File: config.mk
export PLATFORM = sky130hd
export DESIGN_NAME = cipher_phase_seq
export DESIGN_NICKNAME = d
export VERILOG_FILES = /design/src/rtl/cps_pkg.sv /design/src/rtl/cps_rate_div.sv /design/src/rtl/cps_step_ctr.sv /design/src/rtl/cps_out_stage.sv /design/src/rtl/cipher_phase_seq.sv
export SDC_FILE = /design/constraint.sdc
export NUM_CORES = 1
export LEC_CHECK = 0
export BUFFER_PORTS_ARGS = -buffer_cell sky130_fd_sc_hd__buf_2
export CORE_ASPECT_RATIO = 1.75
export CORE_MARGIN = 4
export CORE_UTILIZATION = 45
export DETAILED_ROUTE_END_ITERATION = 16
export GPL_ROUTABILITY_DRIVEN = 1
export SLEW_MARGIN = 20
export SYNTH_ARGS = -nofsm -noshare
export SYNTH_HDL_FRONTEND = slang
export SYNTH_HIERARCHICAL = 1
export SYNTH_SLANG_ARGS = --single-unit
export TNS_END_PERCENT = 1
File: constraint.sdc
create_clock -name clk -period 5.5 [get_ports clk]
set_input_delay 1.1 -clock clk [delete_from_list [all_inputs] [get_ports clk]]
set_output_delay 1.1 -clock clk [all_outputs]
set_load 0.005 [all_outputs]
File: src/rtl/cps_pkg.sv
package cps_pkg;
  typedef enum logic [2:0] {
    PH_IDLE = 3'd0,
    PH_LOAD = 3'd1,
    PH_INIT = 3'd2,
    PH_AUTH = 3'd3,
    PH_OPER = 3'd4
  } phase_e;
endpackage

File: src/rtl/cps_rate_div.sv
// Reduced-rate step strobe: one cycle high every DIV_RATIO cycles while run is high.
module cps_rate_div #(
  parameter int DIV_RATIO = 2
) (
  input  logic clk,
  input  logic rst_n,
  input  logic run,
  output logic tick
);
  generate
    if (DIV_RATIO <= 1) begin : g_full
      assign tick = run;
    end else begin : g_div
      localparam int CW = $clog2(DIV_RATIO);
      localparam logic [CW-1:0] TOP = CW'(DIV_RATIO - 1);
      logic [CW-1:0] cnt_q;

      always_ff @(posedge clk) begin
        if (!rst_n)          cnt_q <= '0;
        else if (!run)       cnt_q <= '0;
        else if (cnt_q == TOP) cnt_q <= '0;
        else                 cnt_q <= cnt_q + 1'b1;
      end

      assign tick = run && (cnt_q == TOP);
    end
  endgenerate
endmodule

File: src/rtl/cps_step_ctr.sv
// Counts enabled steps; flags the step that completes LIMIT steps, then wraps.
module cps_step_ctr #(
  parameter int LIMIT = 256
) (
  input  logic clk,
  input  logic rst_n,
  input  logic clr,
  input  logic inc,
  output logic last_step
);
  localparam int CW = (LIMIT < 2) ? 1 : $clog2(LIMIT);
  localparam logic [CW-1:0] TOP = CW'(LIMIT - 1);
  logic [CW-1:0] cnt_q;

  assign last_step = inc && (cnt_q == TOP);

  always_ff @(posedge clk) begin
    if (!rst_n)         cnt_q <= '0;
    else if (clr)       cnt_q <= '0;
    else if (last_step) cnt_q <= '0;
    else if (inc)       cnt_q <= cnt_q + 1'b1;
  end
endmodule

File: src/rtl/cps_out_stage.sv
// Isolation register on the keystream side, exposed as a valid/ready beat.
module cps_out_stage (
  input  logic clk,
  input  logic rst_n,
  input  logic flush,
  input  logic step,
  input  logic last_in,
  input  logic ready,
  output logic can_step,
  output logic valid,
  output logic last
);
  assign can_step = !valid || ready;

  always_ff @(posedge clk) begin
    if (!rst_n)     valid <= 1'b0;
    else if (flush) valid <= 1'b0;
    else if (step)  valid <= 1'b1;
    else if (ready) valid <= 1'b0;
  end

  always_ff @(posedge clk) begin
    if (!rst_n)     last <= 1'b0;
    else if (flush) last <= 1'b0;
    else if (step)  last <= last_in;
  end
endmodule

File: src/rtl/cipher_phase_seq.sv
module cipher_phase_seq #(
  parameter int DIV_RATIO  = 2,
  parameter int INIT_STEPS = 256,
  parameter int AUTH_STEPS = 64,
  parameter int TAG_BITS   = 32
) (
  input  logic       clk,
  input  logic       rst_n,
  input  logic       start_i,
  output logic [2:0] phase_o,
  output logic       load_en_o,
  output logic       step_en_o,
  output logic       ks_valid_o,
  input  logic       ks_ready_i,
  output logic       tag_last_o
);
  import cps_pkg::*;

  phase_e phase_q, phase_d;
  logic in_init, in_auth, in_oper;
  logic init_tick, init_done, auth_done, tag_wrap;
  logic can_step, oper_step;

  assign in_init = (phase_q == PH_INIT);
  assign in_auth = (phase_q == PH_AUTH);
  assign in_oper = (phase_q == PH_OPER);

  // slow-rate strobe for the warm-up phase
  cps_rate_div #(.DIV_RATIO(DIV_RATIO)) u_div (
    .clk(clk), .rst_n(rst_n), .run(in_init), .tick(init_tick)
  );

  // warm-up step count
  cps_step_ctr #(.LIMIT(INIT_STEPS)) u_init_ctr (
    .clk(clk), .rst_n(rst_n), .clr(!in_init), .inc(init_tick), .last_step(init_done)
  );

  // accumulator fill step count (full rate)
  cps_step_ctr #(.LIMIT(AUTH_STEPS)) u_auth_ctr (
    .clk(clk), .rst_n(rst_n), .clr(!in_auth), .inc(in_auth), .last_step(auth_done)
  );

  // tag word boundary in operation
  cps_step_ctr #(.LIMIT(TAG_BITS)) u_tag_ctr (
    .clk(clk), .rst_n(rst_n), .clr(!in_oper), .inc(oper_step), .last_step(tag_wrap)
  );

  assign oper_step = in_oper && can_step;

  cps_out_stage u_out (
    .clk(clk), .rst_n(rst_n), .flush(!in_oper), .step(oper_step),
    .last_in(tag_wrap), .ready(ks_ready_i), .can_step(can_step),
    .valid(ks_valid_o), .last(tag_last_o)
  );

  always_comb begin
    phase_d = phase_q;
    unique case (phase_q)
      PH_IDLE: if (start_i)   phase_d = PH_LOAD;
      PH_LOAD:                phase_d = PH_INIT;
      PH_INIT: if (init_done) phase_d = PH_AUTH;
      PH_AUTH: if (auth_done) phase_d = PH_OPER;
      PH_OPER:                phase_d = PH_OPER;
      default:                phase_d = PH_IDLE;
    endcase
  end

  always_ff @(posedge clk) begin
    if (!rst_n) phase_q <= PH_IDLE;
    else        phase_q <= phase_d;
  end

  assign phase_o   = phase_q;
  assign load_en_o = (phase_q == PH_LOAD);
  assign step_en_o = init_tick || in_auth || oper_step;
endmodule

==> summary.md <==
| Metric | Value |
|---|---|
| Status | `completed` |
| Final Total Pwr | `0.300 mW` |
| Total of fill cells in the finished design | `250` |
| Number of input and output port buffers inserted | `10` |
| Clock sink total | `25` |
| Post-synthesis share of cell area spent on and, or, nand and nor gates | `30.0%` |
| Total inserted antenna cells | `0` |
| Post-Place Worst Slack | `2.43 ns` |
| Min-Delay Path Depth | `2` |
| Buffers & Inverters on Critical Path | `2` |
| Transition time at the pin with the least slew margin | `0.324 ns` |
| Combined area of all synthesized cells | `0.00121 mm^2` |
| Sum of negative setup slack | `0 ns` |
| Die span in y | `76.7 um` |
| Crit start category | `input pin` |
| Dominant combinational cell family by area after synthesis | `simple AND/OR/NAND/NOR gates` |
| Number of violations of the max-capacitance limit | `0` |
| Achievable frequency | `326 MHz` |
| Number of vias in the routed layout | `878` |
| Initial standard-cell utilization of the core | `48.1%` |
| Critical path class | `input pin to output port` |
| Yosys cell types | `36` |
| Unrepaired setup endpoints after global routing | `false` |
| Aggregate global routing overflow | `0` |
| Final max-slew violation count | `0` |
| Synth Net Count | `137` |
| Worst IR drop on VDD | `0.188 mV` |
| Fin util | `51.5%` |
| Final setup margin | `2.43 ns` |
| Setup crit end kind | `output port` |
| Post-cts resize count | `0` |
| Number of nets with antenna violations after detailed routing | `0` |
| Count of endpoints failing hold in the final timing report | `0` |
| Count of mapped cells out of synthesis | `129` |
| Min-delay worst type | `flip-flop to flip-flop` |
| Routed WL per cell | `12.7 um` |
| GPL Wtd Cong | `0.755` |
| Register area share after synthesis | `41.3%` |
| Post-Syn Area per Cell | `9.40 um^2` |
| Clock latency on the worst-skew pair | `0.26 ns` |
| Number of cells in the design after placement | `161` |
| Final critical path time including I/O delays and setup | `3.07 ns` |
| Data arrival time of the critical path | `1.97 ns` |
| Slowest stage cell, crit path | `or3_1` |
| Buffers inserted by post-CTS timing repair | `0` |
| Most used cells in the layout excluding fill and tap cells | `dfxtp_1, nor2_1, buf_2, xor2_1, nand2_1` |
| Maximum clock insertion buffer count | `2` |
| Total leakage power | `0.483 nW` |
| Layout-stage area growth over the synthesis result | `7.12%` |
| Average vias per placed instance | `5.32` |
| Period utilisation layout | `55.8%` |
| Vias in the first global route | `821` |
| Row cnt | `24` |
| Required time of the critical path | `4.40 ns` |
| Finish-stage setup viols | `0` |
| Layout cells sized above 1 | `18.0%` |
| Total number of nets in the final design | `148` |
| Total of flip-flops plus latches after synthesis | `25` |
| CTS tree | `built` |
| Multiplexer share of the synthesized area | `4.95%` |
| Synthesized-area fraction occupied by xor and xnor cells | `7.95%` |
| Worst r2r path cells | `6` |
| Chip width | `47.2 um` |
| Max Clock Skew | `0.00376 ns` |
| Level count of the clock H-tree | `1` |
| Inserted Clock Buffers | `3` |
| Non-Filler Instances | `165` |
| Number of DRC markers after the initial detailed-route iteration | `7` |
| Half-perimeter wire length of the detailed placement result | `1620 um` |
| Total Routed Length | `2100 um` |
| Worst path depth | `5` |
| Fraction of the mapped netlist area in compound gates | `7.02%` |
| Wire length of the first global-routing pass | `3590 um` |
| Detailed-router iteration count before antenna repair | `2` |
| Critical-path maximum fanout | `9` |
| Slowest stage delay, CP | `0.30 ns` |
| Leading cell type in the layout, fill and taps excluded | `dfxtp_1` |
| Hold Buf Count CTS | `0` |
| Area enclosed by the die boundary | `0.00362 mm^2` |
| Headroom to the max-slew limit | `78.3%` |
| Clock transition time at the flip-flop clock pins of the worst setup and hold paths | `0.08 ns` |
| Critical-path cell list | `buf_2 > nand2b_1 > and2_4 > or3_1 > buf_2` |
| Clk Tree Root Cell | `clkbuf_8` |
| Adder and majority gate portion of the synthesized area | `4.13%` |
| Top-level I/O count | `11` |
| Global routing usage summed across all routing layers | `13.0%` |
| Residual DRC | `0` |
| Number of antenna violations at the first check in global routing | `0` |
| Pin count of the biggest net entering global routing | `14` |
| Area of the core | `0.00252 mm^2` |
| Reg2reg setup slack | `3.31 ns` |
| Power per cell area | `231 mW/mm^2` |
| Count of warnings emitted by yosys | `6` |
| Family with the most delay on the worst path | `simple AND/OR/NAND/NOR gates` |
| Most prevalent standard cell on the critical path | `buf_2` |
## cell families (layout without fill, tap and decap cells)
logic type,count (synthesis),in the layout
AO/OA/AOI/OAI,14,14
multiplexers,6,6
adder cells (fa/ha/maj),4,4
buffers and inverters,8,18
XOR/XNOR,11,11
AND/OR/NAND/NOR,61,61
flip-flops,25,25
## sequential cells by signal, indices dropped and copies added (netlist names)
name	count
u_div/g_div.cnt_q	1
u_auth_ctr/cnt_q	6
u_tag_ctr/cnt_q	5
phase_o	3
u_out/valid	1
u_out/last	1
u_init_ctr/cnt_q	8
## report_power, final
part,leakage [nW],switching (mW),internal [mW],total (mW)
clock network,0.0228,0.0524,0.0516,0.104
registers,0.202,0.00276,0.182,0.185
logic,0.258,0.00529,0.00605,0.0113
## stage by stage
step,instance area (um^2),hold WS (ns)
CTS,1300,0.499
detailed placement,1250,0.479
global placement,1250,0.486
finish,1300,0.491
global route,1300,0.531
floorplan,1210,0.467
## worst reg2reg max path, stage by stage, from the launching register on
cell and delay, ns:
dfxtp_1 0.50, or3b_2 0.49, inv_1 0.08, and2_2 0.24
nand3_2 0.13, or4_1 0.53, a31oi_1 0.17
## area by class of cell
type,instances,area (um^2),share of cell area [%]
multi-input combinational,96,656,50.5
timing repair buffer,10,50.0,3.85
sequential,25,500,38.5
tap,26,32.5,2.50
inverter,4,15.0,1.16
clock buffer,4,45.0,3.47
## synthesized netlist by cell type
cell type / instances / area share [%]
dfxtp_1: 25 / 41
nor2_1: 18 / 5.6
xor2_1: 8 / 5.8
nand2_1: 7 / 2.2
mux2i_1: 6 / 5.0
nand3_1: 5 / 2.1
ha_1: 4 / 4.1
inv_1: 4 / 1.2
nand2b_1: 4 / 2.1
nand4_1: 4 / 2.1
o21ai_0: 4 / 1.7
or3_1: 4 / 2.1
a21oi_1: 3 / 1.2
a31oi_1: 3 / 1.5
buf_6: 3 / 2.8
xnor2_1: 3 / 2.2
and2_4: 2 / 1.4
nand4_2: 2 / 2.1
nor2b_1: 2 / 1.0
o21bai_1: 2 / 1.2
a21oi_2: 1 / 0.72
and2_1: 1 / 0.52
and2_2: 1 / 0.62
and3_1: 1 / 0.52
and3b_1: 1 / 0.72
and3b_2: 1 / 0.83
buf_4: 1 / 0.62
nand2_4: 1 / 0.93
nand3_2: 1 / 0.83
nand3b_1: 1 / 0.62
nor3b_1: 1 / 0.62
nor3b_2: 1 / 1.0
o211ai_1: 1 / 0.62
or3b_2: 1 / 0.72
or3b_4: 1 / 0.93
or4_1: 1 / 0.62
## per-layer routing
layer | share of wire, % | GRT usage [%] | vias up
met5 | 0 | 0 | -
met4 | 1.1 | 5.82 | 0
met3 | 1.5 | 2.11 | 2
met2 | 54 | 21.5 | 6
met1 | 43 | 15.5 | 408
li1 | - | - | 462
## final timing paths
kind | start | end
min | u_out/last | u_out/last
max | ks_ready_i | step_en_o
min reg2reg | u_out/last | u_out/last
max reg2reg | phase_o[1] | u_init_ctr/cnt_q[7]
(Power assumes the default switching activity.)
